$ cat config.mk
export PLATFORM = sky130hd
export DESIGN_NAME = dchan_strobe_gen
export DESIGN_NICKNAME = d
export VERILOG_FILES = /design/src/rtl/dchan_pkg.sv /design/src/rtl/dchan_ctrl.sv /design/src/rtl/dchan_timing.sv /design/src/rtl/dchan_strobe_gen.sv
export SDC_FILE = /design/constraint.sdc
export NUM_CORES = 1
export LEC_CHECK = 0
export BUFFER_PORTS_ARGS = -buffer_cell sky130_fd_sc_hd__buf_2
export CAP_MARGIN = 20
export CORE_ASPECT_RATIO = 1.1
export CORE_MARGIN = 4
export CORE_UTILIZATION = 48
export DETAILED_ROUTE_END_ITERATION = 7
export PLACE_DENSITY = 0.83
export SLEW_MARGIN = 0
export SYNTH_ARGS = -nofsm -noshare
export SYNTH_HDL_FRONTEND = slang
export SYNTH_SLANG_ARGS = --single-unit
$ cat constraint.sdc
create_clock -name clk -period 1.3 [get_ports clk]
set_input_delay 0.26 -clock clk [delete_from_list [all_inputs] [get_ports clk]]
set_output_delay 0.26 -clock clk [all_outputs]
set_load 0.01 [all_outputs]
$ cat src/rtl/dchan_pkg.sv
package dchan_pkg;
  localparam logic [4:0] PINDEF_HI = 5'b11100;
  localparam logic [7:0] CLKEN_CMD = 8'hF1;
  localparam logic [2:0] BURST_SEL = 3'd1;

  typedef struct packed {
    logic burstOn;
    logic parkTx;
    logic parkRx;
  } dchanCtrl_t;
endpackage

$ cat src/rtl/dchan_ctrl.sv
module dchan_ctrl
  import dchan_pkg::*;
(
  input  logic       clk,
  input  logic       rst,
  input  logic       cmdValid,
  input  logic [7:0] cmdByte,
  output dchanCtrl_t ctrl
);
  logic [2:0] sel;
  logic       armed;
  logic       burstOn;

  logic isPinDef, isClkEn, isMode;
  always_comb begin
    isPinDef = (cmdByte[7:3] == PINDEF_HI);
    isClkEn  = (cmdByte == CLKEN_CMD);
    isMode   = (cmdByte[7:4] == 4'h0);
  end

  always_ff @(posedge clk) begin
    if (rst) begin
      sel     <= '0;
      armed   <= 1'b0;
      burstOn <= 1'b0;
    end else if (cmdValid) begin
      if (isPinDef) begin
        sel     <= cmdByte[2:0];
        armed   <= (cmdByte[2:0] == BURST_SEL);
        burstOn <= 1'b0;
      end else if (isClkEn) begin
        burstOn <= burstOn | armed;
        armed   <= 1'b0;
      end else if (isMode) begin
        sel     <= '0;
        armed   <= 1'b0;
        burstOn <= 1'b0;
      end else begin
        armed   <= 1'b0;
      end
    end
  end

  assign ctrl = '{burstOn: burstOn, parkTx: sel[1], parkRx: sel[0]};


  burst_entry_chk: assert property (@(posedge clk) disable iff (rst)
    $rose(burstOn) |-> $past(cmdValid && cmdByte == CLKEN_CMD && armed));


  pindef_exit_chk: assert property (@(posedge clk) disable iff (rst)
    $past(cmdValid && cmdByte[7:3] == PINDEF_HI) |-> !burstOn);


  mode_default_chk: assert property (@(posedge clk) disable iff (rst)
    $past(cmdValid && cmdByte[7:4] == 4'h0) |-> (sel == 3'd0 && !burstOn));
endmodule

$ cat src/rtl/dchan_timing.sv
module dchan_timing
  import dchan_pkg::*;
#(
  parameter int CNT_W = 8,
  parameter int SLOT  = 6
) (
  input  logic       clk,
  input  logic       rst,
  input  logic       bclk,
  input  logic       fsync,
  input  dchanCtrl_t ctrl,
  output logic       txPin,
  output logic       rxPin
);
  localparam logic [CNT_W-1:0] CNT_MAX  = {CNT_W{1'b1}};
  localparam logic [CNT_W-1:0] WIN_A    = CNT_W'(SLOT);
  localparam logic [CNT_W-1:0] WIN_B    = CNT_W'(SLOT + 1);

  logic             bclkQ;
  logic             bclkRise, bclkFall;
  logic [CNT_W-1:0] bitCnt;
  logic             inWindow;
  logic             stbQ, gateQ;
  logic             txReg, rxReg;

  always_comb begin
    bclkRise = bclk & ~bclkQ;
    bclkFall = ~bclk & bclkQ;
    inWindow = (bitCnt == WIN_A) || (bitCnt == WIN_B);
  end

  always_ff @(posedge clk) begin
    if (rst) begin
      bclkQ  <= 1'b0;
      bitCnt <= '0;
      stbQ   <= 1'b0;
      gateQ  <= 1'b0;
      txReg  <= 1'b0;
      rxReg  <= 1'b0;
    end else begin
      bclkQ <= bclk;
      if (bclkRise) begin
        if (fsync)                 bitCnt <= '0;
        else if (bitCnt != CNT_MAX) bitCnt <= bitCnt + 1'b1;
      end
      if (bclkFall) begin
        stbQ  <= inWindow;
        gateQ <= inWindow & ctrl.burstOn;
      end
      txReg <= stbQ & ~ctrl.parkTx;
      rxReg <= stbQ & ~ctrl.parkRx;
    end
  end

  always_comb begin
    txPin = ctrl.burstOn ? (bclk & gateQ) : txReg;
    rxPin = ctrl.burstOn ? (bclk & gateQ) : rxReg;
  end

  logic [2:0] pulseCnt;
  always_ff @(posedge clk) begin
    if (rst) pulseCnt <= '0;
    else if (bclkRise) begin
      if (fsync)                              pulseCnt <= '0;
      else if (gateQ && pulseCnt != 3'd7)     pulseCnt <= pulseCnt + 1'b1;
    end
  end


  gate_low_chk: assert property (@(posedge clk) disable iff (rst)
    (gateQ != $past(gateQ)) |-> !$past(bclk));


  strobe_edge_chk: assert property (@(posedge clk) disable iff (rst)
    (stbQ != $past(stbQ)) |-> $past(bclkQ && !bclk));


  pulse_limit_chk: assert property (@(posedge clk) disable iff (rst)
    pulseCnt <= 3'd2);


  reset_quiet_chk: assert property (@(posedge clk)
    $past(rst) |-> (!txReg && !rxReg && !gateQ));
endmodule

$ cat src/rtl/dchan_strobe_gen.sv
module dchan_strobe_gen
  import dchan_pkg::*;
#(
  parameter int CNT_W = 8,
  parameter int SLOT  = 6
) (
  input  logic       clk,
  input  logic       rst,
  input  logic       bclk,
  input  logic       fsync,
  input  logic       cmdValid,
  input  logic [7:0] cmdByte,
  output logic       txPin,
  output logic       rxPin
);
  dchanCtrl_t ctrl;

  dchan_ctrl u_ctrl (
    .clk(clk), .rst(rst), .cmdValid(cmdValid), .cmdByte(cmdByte), .ctrl(ctrl)
  );

  dchan_timing #(.CNT_W(CNT_W), .SLOT(SLOT)) u_timing (
    .clk(clk), .rst(rst), .bclk(bclk), .fsync(fsync), .ctrl(ctrl),
    .txPin(txPin), .rxPin(rxPin)
  );
endmodule

# ---- After elaboration in Yosys (flattened, before gate mapping)
# Index checks and enable logic that the tools add are counted.
dict set report totals {
  out_inout_bits 2
  inputBits 13
  reg_bits 17
  wordCells 47
}
dict set report classes {
  reduce_logical 8
  muxes 11
  n_eq_ne 7
  n_addsub 1
  bitwise 11
}
# op n
set ops {}
lappend ops {{8-bit by 3-bit == test with 1-bit output (second input constant)} 2}
lappend ops {{8-bit two-way mux} 2}
lappend ops {{8-bit by 1-bit adder with 8-bit output (second input constant)} 1}
lappend ops {{8-bit == test (second input constant)} 1}
lappend ops {{8-bit != test (second input constant)} 1}
lappend ops {{1-bit bitwise AND} 6}
lappend ops {{1-bit two-way mux} 6}
lappend ops {{2-bit two-way mux} 3}
lappend ops {{5-bit == test (second input constant)} 1}
lappend ops {{4-bit zero test} 1}
lappend ops {{1-bit inverter} 4}
lappend ops {{2-bit AND reduction} 2}
lappend ops {{2-bit nonzero test} 2}
lappend ops {{3-bit by 1-bit == test with 1-bit output (second input constant)} 1}
lappend ops {{3-bit AND reduction} 1}
lappend ops {{3-bit nonzero test} 1}
lappend ops {{2-bit by 1-bit != test with 1-bit output (second input constant)} 1}
lappend ops {{1-bit logical OR} 1}
lappend ops {{1-bit OR} 1}

# ---- Logic depth before layout (Yosys ltp)
# Gate-level depths: netlist of run 1.
dict set report depth {
  depth_word 4
  ltp_mapped 5
  ltp_nobuf 5
}

# ---- Hierarchy
# Synthesis of run 1 repeated with hierarchy kept, for this count alone.
dict set report unflattened {
  hier_cells 103
  area_unflattened_um2 943.4
}
# mod instances area_each_um2 cells_each seq_area_each_um2
set by_module_without_submodules {}
lappend by_module_without_submodules {dchan_timing 1 721.9 80 260.2}
lappend by_module_without_submodules {dchan_ctrl 1 221.5 23 80.1}

# ---- Least setup slack after synthesis of run 1
# No wires, ideal clock.
dict set report synth_path {
  path_kind {register to register}
  from {register u_timing.bitCnt[0]}
  to {register u_timing.bitCnt[6]}
  path_stages_with_launch 6
  required_time_ps 1197
  n_path_buf 0
  t_arrival_ps 1240
  period_less_slack_ps 1343
  setup_ps 103
  setup_slack_ps -43
  path_cell_list {dfxtp_1 ha_1 nand3_2 nor2_2 a31oi_1 a2111oi_2}
}
dict set report synth_between {
  elab_chain_len 3
  word_cells_on_any_way 6
  cone_classes {add/sub: 1; eq/ne: 1; mux: 2; reduce/logical: 2}
}
# element line_no
set synth_lines {}
lappend synth_lines {{start: declaration} dchan_timing.sv:21} ;# logic [CNT_W-1:0] bitCnt;
lappend synth_lines {{start signal: assignment} dchan_timing.sv:44} ;# else if (bitCnt != CNT_MAX) bitCnt <= bitCnt + 1'b1;
lappend synth_lines {{8-bit by 1-bit adder with 8-bit output / 8-bit != test (equally long branches)} dchan_timing.sv:44}
lappend synth_lines {{8-bit two-way mux / 2-bit nonzero test (equally long branches)} n/a}
lappend synth_lines {{8-bit two-way mux / 2-bit AND reduction (equally long branches)} n/a}
# Parallel ways exist; a longest one is shown, timed or not. The select of a mux whose other input is x is not followed.
# A chain may end at the register's enable or synchronous reset.

# ---- Worst setup path in the final report of run 1
dict set report layout_path {
  from {register u_timing.bitCnt[0]}
  to {register u_timing.bitCnt[7]}
}
# The elaborated chain is that of the path after synthesis.

==> results of run 1 <==
## state kept, by name, summed over array words and instances, names as in the netlist
| signal | flops |
|---|---|
| u_timing.bclkQ | 1 |
| u_timing.txReg | 1 |
| u_ctrl.armed | 1 |
| u_timing.rxReg | 1 |
| u_timing.gateQ | 1 |
| u_ctrl.burstOn | 1 |
| u_ctrl.sel | 2 |
| u_timing.bitCnt | 8 |
| u_timing.stbQ | 1 |
## area by class of cell
type	instances	area share [%]
clock buffer	3	1.97
clock inverter	1	0.438
inverter	7	2.30
multi-input combinational	74	47.9
sequential	17	30.1
tap	18	1.97
timing repair buffer	28	15.3
## repair_timing
action | in CTS | in global routing
pin swaps | 3 | 1
gates resized for setup | 5 | 4
setup endpoints to repair | 3 | 8
buffers inserted | 4 | 1
gates cloned | 0 | 0
## worst min-delay path: stages
cell and delay, ps:
buf_2 90, a22oi_1 60, nor2_1 80
## placed cells by master (no fill, tap or decap), drive strengths merged, types with 3 or more instances in the layout
| cell type | netlist | final |
|---|---|---|
| a21oi | 3 | 3 |
| inv | 7 | 7 |
| nor3 | 5 | 5 |
| nor2b | 4 | 4 |
| o21ai | 5 | 5 |
| nor2 | 11 | 11 |
| nand2b | 3 | 3 |
| and3 | 3 | 3 |
| nand2 | 3 | 3 |
| dfxtp | 17 | 17 |
| buf | 2 | 28 |
| clkbuf | 2 | 3 |
| ha | 3 | 3 |
| a31oi | 4 | 4 |
## per-layer routing
| layer | vias up | part of all wire [%] | global-route usage (%) |
|---|---|---|---|
| met4 | 0 | 3.1 | 17.1 |
| met5 | - | 0 | 0 |
| met3 | 7 | 7.2 | 3.66 |
| met1 | 424 | 39 | 17.1 |
| met2 | 36 | 51 | 30.6 |
| li1 | 432 | - | - |
## where the power goes
group | leakage (nW) | switching, W | internal [W]
registers | 0.139 | 0.00000367 | 0.000525
clock network | 0.0177 | 0.000173 | 0.000115
logic | 0.319 | 0.0000502 | 0.0000427
total | 0.475 | 0.000227 | 0.000683
## worst paths after layout
check	to	slack, ps	depth (start not counted)
max	u_timing.bitCnt[7]	-110	6
min	u_ctrl.sel[0]	220	3
max reg2reg	u_timing.bitCnt[7]	-110	6
min reg2reg	u_timing.rxReg	420	1
## kinds of logic after synthesis
group	Yosys count
compound gates	25
flops	17
mux	1
simple gates	45
fa+ha+maj	3
buf+inv	11
## per-stage QoR
stage / cells / worst slack, ps / hold WS (ps)
4_1_cts: 147 / 3.24 / 210
6_report: 148 / -109 / 221
3_3_place_gp: 139 / 24.5 / 409
5_1_grt: 148 / -166 / 229
3_5_place_dp: 139 / -57.2 / 408
2_1_floorplan: 102 / 12.3 / 388
==> impl_metrics.env, run 1 <==
export IMPL_area_delta_synth_final_pct=27.3
export IMPL_yosys_area_top_type="dfxtp_1"
export IMPL_cts_tree="done"
export IMPL_maxSlewHeadroom_pct=75.4
export IMPL_drtIter0Drc=32
export IMPL_yosys_warnings=0
export IMPL_slowest_stage="dfxtp_2"
export IMPL_insertion_delay_ps=300
export IMPL_n_antenna_cell=0
export IMPL_synth_top_family_by_area="simple AND/OR/NAND/NOR gates"
export IMPL_timing_hold_worst_start="cmdByte[0]"
export IMPL_rows=16
export IMPL_synth_adder_area_share_pct=4.18
export IMPL_hp_class="in2reg"
export IMPL_final_hold_viol_count=0
export IMPL_core_area_um2=1780
export IMPL_via_count=899
export IMPL_first_pass_iters=4
export IMPL_vdd_drop_max_mv=0.478
export IMPL_synth_compound_area_share_pct=20.1
export IMPL_die_w_um=49.3
export IMPL_worstSetupPathType="reg2reg"
export IMPL_grt_pass1_wl_mm=3.38
export IMPL_grt_antenna_before_repair=0
export IMPL_synth_distinct_cells=42
export IMPL_min_period_ps=1410
export IMPL_max_cap_violations=0
export IMPL_synthMuxAreaShare_pct=1.11
export IMPL_slowest_delay_ps=370
export IMPL_synth_net_count=118
export IMPL_synth_top_area_share_pct=37.9
export IMPL_synth_area_top_cells="dfxtp_1 (38%), ha_1 (4.2%), nor2_1 (4.2%)"
export IMPL_die_area_um2=2630
export IMPL_routedWlPerCell_um=14.6
export IMPL_synthArstFlopShare_pct=0
export IMPL_hold_buffers=0
export IMPL_crit_path_end_kind="register"
export IMPL_tightest_slew_ps=363
export IMPL_cts_made_buffers=3
export IMPL_critPathLaunch="u_timing.bitCnt[0]"
export IMPL_routabilityCongestion=0.851
export IMPL_final_area_um2=1140
export IMPL_synthFlopType="dfxtp_1"
export IMPL_htree_num_levels=1
export IMPL_drv_slew=0
export IMPL_synthTopCellsByCount="dfxtp_1 (17), nor2_1 (10), inv_1 (7)"
export IMPL_grt_max_degree=12
export IMPL_avgSynthCellArea_um2=8.81
export IMPL_cts_root_buf="clkbuf_4"
export IMPL_powerDensity_nw_per_um2=796
export IMPL_p_leak_nw=0.475
export IMPL_cp_start_kind="register"
export IMPL_final_util_pct=64.2
export IMPL_multi_input_area_um2=548
export IMPL_grt_pass1_vias=845
export IMPL_worstPathBufferInverterCount=1
export IMPL_required_ps=1500
export IMPL_io_buffers=14
export IMPL_synth_seq_cells=17
export IMPL_fin_ws_ps=-109
export IMPL_rsz0062_at_grt="yes"
export IMPL_synth_edf_count=0
export IMPL_path_delay_family="simple AND/OR/NAND/NOR gates"
export IMPL_initial_core_util_pct=50.4
export IMPL_finalPower_w=0.000910
export IMPL_seq_area_um2=344
export IMPL_clk_pin_slew_ps=100
export IMPL_cts_sinks=17
export IMPL_die_y_um=53.4
export IMPL_boundaryPins=15
export IMPL_setup_tns_ps=-111
export IMPL_synth_xor_area_share_pct=0
export IMPL_drc=0
export IMPL_worstPathArrival_ps=1610
export IMPL_period_share_pct=108
export IMPL_drive_above_1_share_pct=36.2
export IMPL_placed_cell_area_um2=1040
export IMPL_grt_use_total_pct=17.4
export IMPL_fillers=136
export IMPL_synth_area_um2=898
export IMPL_crit_fanout=5
export IMPL_yosysMostFrequentCell="dfxtp_1"
export IMPL_ys_seq_area_share_pct=37.9
export IMPL_violations="negative setup slack"
export IMPL_grt_overflow=0
export IMPL_status="finished, violations left"
export IMPL_fin_nets=147
export IMPL_postSynthCellCount=102
export IMPL_setup_viol=2
export IMPL_postRouteAntennaNets=0
export IMPL_viasPerCell=6.07
export IMPL_fmax_mhz=710
export IMPL_r2r_start="u_timing.bitCnt[0]"
export IMPL_path_cells="ha_4 > nand3_4 > buf_4 > a41oi_2 > nor2_1 > nor3_1"
export IMPL_cts_max_path_buffers=2
export IMPL_synth_simple_gate_area_share_pct=31.2
export IMPL_hpwl_mm=1.50
export IMPL_clock_skew_ps=4.59
export IMPL_routed_wl_mm=2.17
No activity file was read; power rests on OpenSTA's default activity.
==> run 2, diff against run 1 <==
Settings changed: MAX_ROUTING_LAYER set to met4.
==> run 2 against run 1 <==
  * Sequential share of layout area stayed put
  * Die area stayed put
  * Clock skew hardly changed
  * The run still ends with negative setup slack left
  * Worst hold slack worse by 1.6 ps
  * Clock-buffer cell count stayed put
==> impl_metrics.env, run 2 (same netlist as run 1, synthesis figures left out) <==
export IMPL_final_area_um2=1140
export IMPL_placed_cell_area_um2=1040
export IMPL_setup_tns_ps=-124
export IMPL_period_share_pct=106
export IMPL_area_delta_synth_final_pct=27.3
export IMPL_routed_wl_mm=2.16
export IMPL_final_hold_viol_count=0
export IMPL_regMostFlops="u_timing.bitCnt"
export IMPL_crit_fanout=5
export IMPL_rsz0062_at_grt="yes"
export IMPL_drive_above_1_share_pct=36.2
export IMPL_grt_pass1_wl_mm=3.38
export IMPL_status="finished, violations left"
export IMPL_cp_start_kind="register"
export IMPL_cts_max_path_buffers=2
export IMPL_clk_pin_slew_ps=100
export IMPL_insertion_delay_ps=300
export IMPL_drtIter0Drc=23
export IMPL_hpwl_mm=1.50
export IMPL_die_y_um=53.4
export IMPL_clock_skew_ps=4.85
export IMPL_cts_sinks=17
export IMPL_cts_made_buffers=3
export IMPL_finalPower_w=0.000911
export IMPL_drc=0
export IMPL_first_pass_iters=4
export IMPL_fin_nets=147
export IMPL_initial_core_util_pct=50.4
export IMPL_violations="negative setup slack"
export IMPL_cts_root_buf="clkbuf_4"
export IMPL_drv_slew=0
export IMPL_routedWlPerCell_um=14.6
export IMPL_routabilityCongestion=0.864
export IMPL_core_area_um2=1780
export IMPL_powerDensity_nw_per_um2=797
export IMPL_rows=16
export IMPL_p_leak_nw=0.475
export IMPL_grt_pass1_vias=846
export IMPL_max_cap_violations=0
export IMPL_maxSlewHeadroom_pct=72.1
export IMPL_io_buffers=14
export IMPL_reg_top3="u_timing.bitCnt x8, u_ctrl.sel x2"
export IMPL_hold_buffers=0
export IMPL_grt_antenna_before_repair=0
export IMPL_min_period_ps=1380
export IMPL_worstSetupPathType="reg2reg"
export IMPL_via_count=890
export IMPL_fin_ws_ps=-76.6
export IMPL_final_cell_mix="buf_2 (14), buf_4 (14), dfxtp_1 (14)"
export IMPL_setup_viol=2
export IMPL_n_antenna_cell=0
export IMPL_crit_path_end_kind="register"
export IMPL_boundaryPins=15
export IMPL_postRouteAntennaNets=0
export IMPL_die_area_um2=2630
export IMPL_cts_tree="done"
export IMPL_grt_use_total_pct=17.9
export IMPL_vdd_drop_max_mv=0.482
export IMPL_worstPathArrival_ps=1580
export IMPL_largest_reg_flops=8
export IMPL_htree_num_levels=1
export IMPL_die_w_um=49.3
export IMPL_required_ps=1510
export IMPL_grt_overflow=0
export IMPL_hp_class="in2reg"
export IMPL_tightest_slew_ps=413
export IMPL_viasPerCell=6.01
export IMPL_fmax_mhz=726
export IMPL_grt_max_degree=12
==> run 2: cell counts in the layout (fill, tap and decap cells not counted) <==
No cell type changed its count.
==> run 2: per-layer routing <==
layer  part of all wire (%)  GRT usage [%]
met5                      0              -
met4                    3.2           17.1
met3                    6.0           3.38
met2                     50           30.6
met1                     41           17.3
==> run 2: worst max-delay path, stage by stage, from the launching register on <==
cell     delay [ps]
dfxtp_2         370
ha_4            160
nand3_4         120
buf_4           170
a41oi_2         170
nor2_1           80
nor3_1          230
==> run 2: stage by stage <==
| stage | instances | setup slack (ps) | hold WS [ps] | utilization, % |
|---|---|---|---|---|
| finish | 148 | -76.6 | 219 | 64.2 |
| global route | 148 | -166 | 229 | 64.2 |
| CTS | 147 | 3.24 | 210 | 63.1 |
| detailed placement | 139 | -57.2 | 408 | 58.4 |
| global placement | 139 | 24.5 | 409 | 58.4 |
| floorplan | 102 | 12.3 | 388 | - |
==> run 2: worst paths after layout <==
kind	cells past startpoint	to	slack [ps]	from
setup / recovery	6	u_timing.bitCnt[7]	-80	u_timing.bitCnt[0]
hold / removal	3	u_ctrl.sel[0]	220	cmdByte[0]
setup reg to reg	6	u_timing.bitCnt[7]	-80	u_timing.bitCnt[0]
hold reg to reg	1	u_timing.rxReg	420	u_ctrl.sel[0]
==> run 2: area by class of cell <==
| type | instances | area [µm²] |
|---|---|---|
| well taps | 18 | 22.5 |
| inverters | 7 | 26.3 |
| fillers | 136 | 638 |
| clock inverters | 1 | 5.00 |
| multi-input cells | 74 | 548 |
| flip-flops and latches | 17 | 344 |
| repair buffers | 28 | 175 |
| clock buffers | 3 | 22.5 |
==> run 2: repair_timing <==
action	in CTS	in global routing
gates cloned	0	0
pin swaps	3	1
endpoints found under the setup margin	3	8
buffers inserted	4	1
gates resized for setup	5	4
==> run 2: report_power, final <==
group | total, W | internal (W) | switching, W | leakage (nW)
Combinational | 0.0000929 | 0.0000427 | 0.0000502 | 0.319
Clock | 0.000289 | 0.000115 | 0.000174 | 0.0177
Sequential | 0.000529 | 0.000525 | 0.00000367 | 0.139
==> run 3, diff against run 2 <==
Settings changed: ABC_AREA set to 1, BUFFER_PORTS_ARGS -buffer_cell sky130_fd_sc_hd__buf_2 to not set, CORE_UTILIZATION 48 to 45, DONT_BUFFER_PORTS set to 1, PLACE_DENSITY 0.83 to 0.73.
==> run 3 against run 2 <==
  * The run now ends clean
  * Sequential power about the same
  * Maximum frequency rose by 6.9%
  * Register-to-register slack better by 90 ps
  * Largest cell class unchanged
==> impl_metrics.env, run 3 <==
export IMPL_p_leak_nw=0.479
export IMPL_crit_fanout=7
export IMPL_final_area_um2=1110
export IMPL_cts_tree="done"
export IMPL_yosys_warnings=0
export IMPL_largest_reg_flops=8
export IMPL_synth_adder_area_share_pct=3.94
export IMPL_n_antenna_cell=0
export IMPL_slowest_delay_ps=380
export IMPL_slowest_stage="dfxtp_4"
export IMPL_path_cells="ha_4 > nand2_4 > nor2_4 > nand3_4 > nand2_8 > inv_6 > nand2_1 > nand2_1 > nor2_2"
export IMPL_worstPathArrival_ps=1520
export IMPL_reg_top3="u_timing.bitCnt x8, u_ctrl.sel x2"
export IMPL_die_w_um=51.9
export IMPL_instances_no_fill=183
export IMPL_die_y_um=56.2
export IMPL_io_buffers=0
export IMPL_grt_overflow=0
export IMPL_hpwl_mm=1.54
export IMPL_synth_top_family_by_area="simple AND/OR/NAND/NOR gates"
export IMPL_cp_start_kind="register"
export IMPL_viasPerCell=5.03
export IMPL_min_period_ps=1290
export IMPL_initial_core_util_pct=47.1
export IMPL_grt_pass1_vias=873
export IMPL_htree_num_levels=1
export IMPL_synth_seq_cells=17
export IMPL_worstSetupPathType="reg2reg"
export IMPL_hp_class="in2reg"
export IMPL_powerDensity_nw_per_um2=795
export IMPL_synth_simple_gate_area_share_pct=43.8
export IMPL_postSynthCellCount=145
export IMPL_insertion_delay_ps=280
export IMPL_setup_viol=0
export IMPL_clock_skew_ps=6.57
export IMPL_clk_pin_slew_ps=100
export IMPL_yosysMostFrequentCell="nand2_1"
export IMPL_synth_top_area_share_pct=35.7
export IMPL_avgSynthCellArea_um2=6.57
export IMPL_fin_ws_ps=12.6
export IMPL_final_cell_mix="nand2_1 (38), nor2_1 (21), inv_1 (19)"
export IMPL_cts_sinks=17
export IMPL_crit_path_frequent_cell="nand2_1"
export IMPL_grt_pass1_wl_mm=3.39
export IMPL_synth_compound_area_share_pct=6.44
export IMPL_rows=17
export IMPL_cts_made_buffers=3
export IMPL_routed_wl_mm=2.09
export IMPL_final_common_cell="nand2_1"
export IMPL_rsz0062_at_grt="yes"
export IMPL_required_ps=1530
export IMPL_max_cap_violations=0
export IMPL_routabilityCongestion=0.917
export IMPL_synth_edf_count=0
export IMPL_drc=0
export IMPL_postRouteAntennaNets=0
export IMPL_synthArstFlopShare_pct=0
export IMPL_die_area_um2=2920
export IMPL_synth_net_count=161
export IMPL_drive_above_1_share_pct=17.4
export IMPL_first_pass_iters=4
export IMPL_synth_distinct_cells=21
export IMPL_tightest_slew_ps=309
export IMPL_yosys_area_top_type="dfxtp_1"
export IMPL_period_share_pct=99.0
export IMPL_synth_area_um2=952
export IMPL_ys_seq_area_share_pct=35.7
export IMPL_grt_max_degree=11
export IMPL_synthFlopType="dfxtp_1"
export IMPL_status="complete, no violations"
export IMPL_cts_max_path_buffers=2
export IMPL_cts_root_buf="clkbuf_4"
export IMPL_final_hold_viol_count=0
export IMPL_placed_cells=177
export IMPL_pre_cts_slack_ps=16.8
export IMPL_grt_use_total_pct=15.3
export IMPL_area_delta_synth_final_pct=16.4
export IMPL_fin_nets=172
export IMPL_synthTopCellsByCount="nand2_1 (39), nor2_1 (22), inv_1 (19)"
export IMPL_vdd_drop_max_mv=0.651
export IMPL_synth_area_top_cells="dfxtp_1 (36%), nand2_1 (15%), nor2_1 (8.7%)"
export IMPL_synth_xor_area_share_pct=0.920
export IMPL_boundaryPins=15
export IMPL_via_count=920
export IMPL_finalPower_w=0.000882
export IMPL_grt_antenna_before_repair=0
export IMPL_fmax_mhz=777
export IMPL_drv_slew=0
export IMPL_synthMuxAreaShare_pct=0
export IMPL_placed_cell_area_um2=1020
export IMPL_routedWlPerCell_um=11.4
export IMPL_drtIter0Drc=16
export IMPL_core_area_um2=2020
export IMPL_crit_path_end_kind="register"
export IMPL_regMostFlops="u_timing.bitCnt"
export IMPL_maxSlewHeadroom_pct=79.3
run 3: stage by stage:
step	utilization (%)	TNS [ps]	hold slack [ps]
detailed placement	50.5	0	332
finish	54.9	0	30.3
CTS	51.8	0	19.9
global route	54.9	-355	8.16
floorplan	-	0	392
global placement	50.5	0	332
run 3: final timing paths:
path                 startpoint                 end  slack (ps)  depth (start not counted)
max          u_timing.bitCnt[0]  u_timing.bitCnt[6]          10                          9
min                         rst       u_ctrl.sel[0]          30                          1
max reg2reg  u_timing.bitCnt[0]  u_timing.bitCnt[6]          10                          9
min reg2reg       u_ctrl.sel[1]      u_timing.txReg         420                          1
run 3: report_power, final:
part	switching [W]	total, W	internal [W]
sequential	0.00000642	0.000532	0.000526
clock	0.000153	0.000267	0.000114
combinational	0.0000515	0.0000830	0.0000316
run 3: layout make-up:
cell class,count,area [µm²]
Timing Repair Buffer,7,52.6
Clock buffer,3,22.5
Tap cell,28,35.0
Multi-Input combinational cell,105,559
Fill cell,199,912
Inverter,22,87.6
Clock inverter,1,5.00
Sequential cell,17,347
run 3: cell families after synthesis:
| logic type | count (synthesis) |
|---|---|
| AO/OA/AOI/OAI | 12 |
| XOR/XNOR | 1 |
| adder cells (fa/ha/maj) | 3 |
| buffers and inverters | 23 |
| flip-flops | 17 |
| AND/OR/NAND/NOR | 89 |
run 3: repair_timing:
item,4_1_cts,5_1_grt
endpoints found under the hold margin,0,0
gates resized for setup,0,14
hold buffers,0,0
setup buffers,0,2
setup endpoints to repair,0,9
run 3: per-layer routing:
metal / wire (µm) / track usage (%) / part of all wire [%] / up-vias
met5: 0 / - / 0 / -
met4: 36 / 7.49 / 1.7 / 0
met3: 135 / 3.49 / 6.5 / 6
met2: 1090 / 24.2 / 52 / 32
met1: 833 / 17.7 / 40 / 407
li1: - / - / - / 475
run 3: worst max-delay path: cells and delay by family (launching register included):
| family | cells | cell delay [ps] |
|---|---|---|
| and+or+nand+nor | 7 | 700 |
| DFF | 1 | 380 |
| adders and majority gates | 1 | 140 |
| buffers and inverters | 1 | 40 |
